### src/rtl/vadapt_pkg.sv
package vadapt_pkg;

    typedef enum logic [3:0] {
        SEL_PB   = 4'd0,
        SEL_PA   = 4'd1,
        SEL_DB   = 4'd2,
        SEL_DA   = 4'd3,
        SEL_T1CL = 4'd4,
        SEL_T1CH = 4'd5,
        SEL_T1LL = 4'd6,
        SEL_T1LH = 4'd7,
        SEL_T2CL = 4'd8,
        SEL_T2CH = 4'd9,
        SEL_SHF  = 4'd10,
        SEL_AUX  = 4'd11,
        SEL_PER  = 4'd12,
        SEL_FLG  = 4'd13,
        SEL_ENA  = 4'd14,
        SEL_PA2  = 4'd15
    } sel_e;

    // flag bit positions decoded by software
    localparam int FLG_T1 = 6;
    localparam int FLG_T2 = 5;

endpackage

### src/rtl/vadapt_timer.sv
module vadapt_timer #(
    parameter int DW     = 8,
    parameter bit RELOAD = 1'b1
) (
    input  logic            clk,
    input  logic            rst_n,
    input  logic            tick,
    input  logic            lat_lo_we,
    input  logic            lat_hi_we,
    input  logic            load,
    input  logic [DW-1:0]   wbyte,
    output logic [2*DW-1:0] cnt_o,
    output logic [2*DW-1:0] lat_o,
    output logic            uflow_o
);
    localparam int TW = 2 * DW;

    typedef struct packed {
        logic [TW-1:0] cnt;
        logic [TW-1:0] lat;
    } tmr_t;

    tmr_t          s_d, s_q;
    logic [TW-1:0] wrap_d;
    logic          uflow_d;

    generate
        if (RELOAD) begin : g_reload
            assign wrap_d = s_q.lat;
        end else begin : g_wrap
            assign wrap_d = '1;
        end
    endgenerate

    always_comb begin
        s_d     = s_q;
        uflow_d = tick && !load && (s_q.cnt == '0);
        if (lat_lo_we) s_d.lat[DW-1:0]  = wbyte;
        if (lat_hi_we) s_d.lat[TW-1:DW] = wbyte;
        if (load) begin
            s_d.cnt = {wbyte, s_q.lat[DW-1:0]};
        end else if (tick) begin
            s_d.cnt = (s_q.cnt == '0) ? wrap_d : s_q.cnt - 1'b1;
        end
    end

    always_ff @(posedge clk) begin
        if (!rst_n) s_q <= '0;
        else        s_q <= s_d;
    end

    assign cnt_o   = s_q.cnt;
    assign lat_o   = s_q.lat;
    assign uflow_o = uflow_d;

endmodule

### src/rtl/vadapt_intc.sv
module vadapt_intc #(
    parameter int FW = 7
) (
    input  logic          clk,
    input  logic          rst_n,
    input  logic [FW-1:0] set_vec,
    input  logic [FW-1:0] clr_vec,
    input  logic          en_we,
    input  logic          en_mode,
    input  logic [FW-1:0] en_bits,
    output logic [FW-1:0] flags_o,
    output logic [FW-1:0] enables_o,
    output logic          summary_o
);
    typedef struct packed {
        logic [FW-1:0] flg;
        logic [FW-1:0] ena;
    } ic_t;

    ic_t s_d, s_q;

    always_comb begin
        s_d     = s_q;
        // a new event wins over a clear on the same edge
        s_d.flg = (s_q.flg & ~clr_vec) | set_vec;
        if (en_we) begin
            if (en_mode) s_d.ena = s_q.ena | en_bits;
            else         s_d.ena = s_q.ena & ~en_bits;
        end
    end

    always_ff @(posedge clk) begin
        if (!rst_n) s_q <= '0;
        else        s_q <= s_d;
    end

    assign flags_o   = s_q.flg;
    assign enables_o = s_q.ena;
    assign summary_o = |(s_q.flg & s_q.ena);

endmodule

### src/rtl/vadapt_regs.sv
module vadapt_regs
    import vadapt_pkg::*;
#(
    parameter int DW = 8
) (
    input  logic          clk,
    input  logic          rst_n,
    input  logic          tick,
    input  logic          cs,
    input  logic          rd,
    input  logic          wr,
    input  logic [3:0]    rsel,
    input  logic [DW-1:0] wdata,
    output logic [DW-1:0] rdata,
    output logic [DW-1:0] pa_o,
    output logic [DW-1:0] pa_dir_o,
    output logic [DW-1:0] pb_o,
    output logic [DW-1:0] pb_dir_o,
    output logic          irq
);
    localparam int TW = 2 * DW;
    localparam int FW = DW - 1;

    typedef struct packed {
        logic [DW-1:0] pa;
        logic [DW-1:0] pb;
        logic [DW-1:0] da;
        logic [DW-1:0] db;
        logic [DW-1:0] shf;
        logic [DW-1:0] aux;
        logic [DW-1:0] per;
    } rf_t;

    rf_t           r_d, r_q;
    sel_e          sel;
    logic          wen, ren;
    logic          t1_lo_we, t1_hi_we, t1_load, t2_lo_we, t2_hi_we, t2_load;
    logic [TW-1:0] t1_cnt, t1_lat, t2_cnt, t2_lat;
    logic          t1_uf, t2_uf, summary;
    logic [FW-1:0] flags, enables, set_vec, clr_vec;

    assign sel = sel_e'(rsel);
    assign wen = cs && wr;
    assign ren = cs && rd;

    assign t1_lo_we = wen && (sel == SEL_T1CL || sel == SEL_T1LL);
    assign t1_hi_we = wen && (sel == SEL_T1CH || sel == SEL_T1LH);
    assign t1_load  = wen && (sel == SEL_T1CH);
    assign t2_lo_we = wen && (sel == SEL_T2CL);
    assign t2_hi_we = wen && (sel == SEL_T2CH);
    assign t2_load  = t2_hi_we;

    vadapt_timer #(.DW(DW), .RELOAD(1'b1)) u_t1 (
        .clk(clk), .rst_n(rst_n), .tick(tick),
        .lat_lo_we(t1_lo_we), .lat_hi_we(t1_hi_we), .load(t1_load),
        .wbyte(wdata), .cnt_o(t1_cnt), .lat_o(t1_lat), .uflow_o(t1_uf)
    );

    vadapt_timer #(.DW(DW), .RELOAD(1'b0)) u_t2 (
        .clk(clk), .rst_n(rst_n), .tick(tick),
        .lat_lo_we(t2_lo_we), .lat_hi_we(t2_hi_we), .load(t2_load),
        .wbyte(wdata), .cnt_o(t2_cnt), .lat_o(t2_lat), .uflow_o(t2_uf)
    );

    always_comb begin
        set_vec         = '0;
        set_vec[FLG_T1] = t1_uf;
        set_vec[FLG_T2] = t2_uf;
        clr_vec         = '0;
        clr_vec[FLG_T1] = (ren && sel == SEL_T1CL) || t1_load;
        clr_vec[FLG_T2] = (ren && sel == SEL_T2CL) || t2_load;
        if (wen && sel == SEL_FLG) clr_vec = clr_vec | wdata[FW-1:0];
    end

    vadapt_intc #(.FW(FW)) u_ic (
        .clk(clk), .rst_n(rst_n),
        .set_vec(set_vec), .clr_vec(clr_vec),
        .en_we(wen && sel == SEL_ENA), .en_mode(wdata[DW-1]),
        .en_bits(wdata[FW-1:0]),
        .flags_o(flags), .enables_o(enables), .summary_o(summary)
    );

    always_comb begin
        r_d = r_q;
        if (wen) begin
            case (sel)
                SEL_PB:          r_d.pb  = wdata;
                SEL_PA, SEL_PA2: r_d.pa  = wdata;
                SEL_DB:          r_d.db  = wdata;
                SEL_DA:          r_d.da  = wdata;
                SEL_SHF:         r_d.shf = wdata;
                SEL_AUX:         r_d.aux = wdata;
                SEL_PER:         r_d.per = wdata;
                default:         ;
            endcase
        end
    end

    always_ff @(posedge clk) begin
        if (!rst_n) r_q <= '0;
        else        r_q <= r_d;
    end

    always_comb begin
        case (sel)
            SEL_PB:          rdata = r_q.pb;
            SEL_PA, SEL_PA2: rdata = r_q.pa;
            SEL_DB:          rdata = r_q.db;
            SEL_DA:          rdata = r_q.da;
            SEL_T1CL:        rdata = t1_cnt[DW-1:0];
            SEL_T1CH:        rdata = t1_cnt[TW-1:DW];
            SEL_T1LL:        rdata = t1_lat[DW-1:0];
            SEL_T1LH:        rdata = t1_lat[TW-1:DW];
            SEL_T2CL:        rdata = t2_cnt[DW-1:0];
            SEL_T2CH:        rdata = t2_cnt[TW-1:DW];
            SEL_SHF:         rdata = r_q.shf;
            SEL_AUX:         rdata = r_q.aux;
            SEL_PER:         rdata = r_q.per;
            SEL_FLG:         rdata = {summary, flags};
            default:         rdata = {1'b1, enables};
        endcase
    end

    assign pa_o     = r_q.pa;
    assign pa_dir_o = r_q.da;
    assign pb_o     = r_q.pb;
    assign pb_dir_o = r_q.db;
    assign irq      = summary;

endmodule

### config.mk
export PLATFORM = sky130hd
export DESIGN_NAME = vadapt_regs
export DESIGN_NICKNAME = d
export VERILOG_FILES = /design/src/rtl/vadapt_pkg.sv /design/src/rtl/vadapt_timer.sv /design/src/rtl/vadapt_intc.sv /design/src/rtl/vadapt_regs.sv
export SDC_FILE = /design/constraint.sdc
export NUM_CORES = 1
export LEC_CHECK = 0
export ABC_AREA = 1
export BUFFER_PORTS_ARGS = -buffer_cell sky130_fd_sc_hd__buf_2
export CAP_MARGIN = 40
export CORE_ASPECT_RATIO = 0.75
export CORE_UTILIZATION = 45
export CTS_BUF_LIST = sky130_fd_sc_hd__clkbuf_16
export DETAILED_ROUTE_END_ITERATION = 16
export PLACE_DENSITY = 0.65
export SLEW_MARGIN = 10
export SYNTH_ARGS = -nofsm -noshare
export SYNTH_HDL_FRONTEND = slang
export SYNTH_SLANG_ARGS = --single-unit
export TNS_END_PERCENT = 1
### constraint.sdc
create_clock -name clk -period 4.5 [get_ports clk]
set_clock_uncertainty 0.1 [all_clocks]
set_input_delay 1.125 -clock clk [delete_from_list [all_inputs] [get_ports clk]]
set_output_delay 1.125 -clock clk [all_outputs]
set_load 0.05 [all_outputs]
==> results by group <==
Global route
  – Congestion Overflow GR: 0
  – Global-route wire length before repair: 37600 um
  – Vias in the first global route: 6637
  – Antenna violations before repair: 0
  – Tot GR Track Use: 29.8%
  – Largest net degree at the start of global routing: 54

Critical path
  – Kind of critical path: in2out
  – Critical R2R Capture: u_t1.cnt_o[6]
  – FF-to-FF Start: u_t1.cnt_o[0]
  – Crit path max fanout: 15
  – Setup crit end kind: primary output
  – Path depth of the worst reg2reg path: 13
  – CP startpoint kind: primary input
  – Critical Path RT: 3.27 ns
  – R2R setup slack: 2.47 ns
  – Worst EP arrival: 2.75 ns

Clock tree
  – Deepest clock path buffer count: 2
  – Post-CTS Repair Setup Buffers: 0
  – Root buf cell: clkbuf_16
  – CTS tree: done
  – Worst skew pair latency: 0.42 ns
  – Post-CTS sizing: 0
  – Hold Buf Count CTS: 0
  – CTS Buf Count: 17
  – Clock sink count: 126
  – H-tree depth: 4
  – Worst-path clk slew: 0.06 ns

Placement
  – Detailed placement HPWL: 17000 um
  – Port bufs: 58
  – Final RePlAce weighted congestion: 1.02

STA
  – Share of the clock period used by the worst path: 88.3%
  – RSZ-0062 raised after global routing: false
  – Hold violation total from the final report: 0
  – # setup viols final: 0
  – Headroom to the max-slew limit: 41.6%
  – Post-route setup TNS: 0 ns
  – Achievable Freq: 252 MHz
  – Pins Over Slew Limit: 0
  – Worst slew pin tran: 0.875 ns
  – Min Tclk post-route: 3.97 ns

Finish
  – Layout Area Growth over Synthesis: 9.74%
  – Share of cells above drive strength 1: 11.5%
  – Fin nets: 1179
  – Ant diodes: 0

Synth
  – Post-synthesis register bit count: 126
  – Cell Area, Synth: 7240 um^2
  – Post-Synthesis Cells: 1150
  – Synthesized net count: 1172
  – Leading area contributor after synthesis: dfxtp_1
  – Top cells by area, synth: dfxtp_1 35%, nand2_1 18%, nand3_1 8.9%
  – Syn. warnings: 0
  – Synth Area per Inst: 6.29 um^2
  – Post-synthesis sequential area ratio: 34.9%
  – Post-synth top flop: dfxtp_1
  – Synth async-reset ratio: 0%
  – Synth cell count leaders: 342 x nand2_1, 128 x nand3_1, 126 x dfxtp_1
  – Post-synth top area share: 34.9%
  – EDFF count, synth: 0
  – Distinct cells, synth: 32
  – Count leader, synth: nand2_1

Drt
  – Routed WL: 24000 um
  – Final ANT Viol Nets: 0
  – # DRC: 0
  – Via-to-Cell Ratio: 5.45
  – DRT iter0 DRCs: 840
  – Drt pass-1 iters: 8
  – Post-DR wirelength/cell: 17.4 um
  – Via count: 7489

Die
  – # IOs: 59
  – Core area: 15500 um^2
  – Chip Height: 112 um
  – Initial Utilization: 46.8%
  – Row cnt: 39
  – Die width: 148 um
  – Die area: 16600 um^2

Power and ir drop
  – VDD IR-drop max: 0.318 mV
  – P_leak: 3.48 nW
  – Pwr Density: 495 nW/um^2
  – Total Power Consumption: 3.93 mW

Min path
  – Min-delay worst type: reg2reg
  – Hold EP: r_q[7]
  – Hold Startpoint: r_q[7]
  – Worst Hold Depth: 2

Job
  – MaxCap Viol Count: 0

Outcome
  – Status: completed
area by class of cell:
class / instances / area [um^2]
Fill cell: 1592 / 7530
Multi-Input combinational cell: 828 / 3790
Sequential cell: 126 / 2520
Inverter: 116 / 437
Clock buffer: 17 / 425
Timing Repair Buffer: 68 / 365
Tap cell: 205 / 256
Clock inverter: 15 / 139
stage by stage:
step           instances  area, um^2  hold slack (ns)  setup WS [ns]  utilization [%]
2_1_floorplan       1150        7240            0.330          0.892                -
3_3_place_gp        1343        7380            0.347          0.582             47.7
3_5_place_dp        1343        7380            0.351          0.535             47.7
4_1_cts             1375        7940            0.361          0.539             51.3
5_1_grt             1375        7940            0.375          0.381             51.3
6_report            1375        7940            0.361          0.525             51.3
layout by cell type, fill, tap and decap left out, drive strengths merged, types with 4 or more instances in the layout:
cell type  instances
nand2            350
nand3            128
dfxtp            126
nor2             123
inv              118
a21oi            106
o21ai             70
buf               68
nand4             22
clkbuf            17
clkinv             9
nor3               7
xor2               5
o22ai              5
ha                 4
kinds of logic (layout without fill, tap and decap cells):
logic type | count (synthesis) | after routing | share of synthesized area (%)
AO/OA/AOI/OAI | 184 | 184 | 13.1
AND/OR/NAND/NOR | 632 | 632 | 37.7
buffers and inverters | 196 | 216 | 12.7
adder cells (fa/ha/maj) | 4 | 4 | 0.692
flip-flops | 126 | 126 | 34.9
XOR/XNOR | 8 | 8 | 0.968
flip-flops by register name (all words and copies together), names as in the netlist, named ones only:
signal	flops
pb_dir_o	8
u_t2.lat_o	8
pa_dir_o	8
u_t1.cnt_o	16
r_q	24
pb_o	8
u_t2.cnt_o	16
u_ic.flags_o	7
u_t1.lat_o	16
pa_o	8
worst max-delay path, cell delays in order:
cell and delay [ns]:
buf_2 0.12, inv_1 0.09, nand2_1 0.18, nor2_2 0.49, nand2_1 0.14, nand4_1 0.15
nor2_1 0.08, nand3_1 0.11, buf_2 0.28
report_power, final:
part	internal [mW]	switching [mW]	total, mW
Combinational	0.395	0.816	1.21
Clock	0.766	0.563	1.33
Sequential	1.22	0.174	1.39
worst max path at each step:
stage	startpoint	endpoint	slack, ns	depth (start not counted)
2_1_floorplan	rsel[2]	rdata[1]	0.89	8
3_3_place_gp	rsel[2]	rdata[1]	0.58	9
3_5_place_dp	rsel[2]	rdata[4]	0.54	9
4_1_cts	rsel[2]	rdata[4]	0.54	9
5_1_grt	rsel[2]	rdata[1]	0.38	9
6_report	rsel[2]	rdata[5]	0.53	9
routing by layer:
| layer | share of wire, % | global-route usage, % | vias to the layer above |
|---|---|---|---|
| met4 | 2.4 | 9.42 | 0 |
| li1 | - | - | 3692 |
| met1 | 47 | 44.1 | 3411 |
| met2 | 41 | 42.2 | 348 |
| met5 | 0 | 0 | - |
| met3 | 9.5 | 6.72 | 38 |
(Power assumes the default switching activity.)
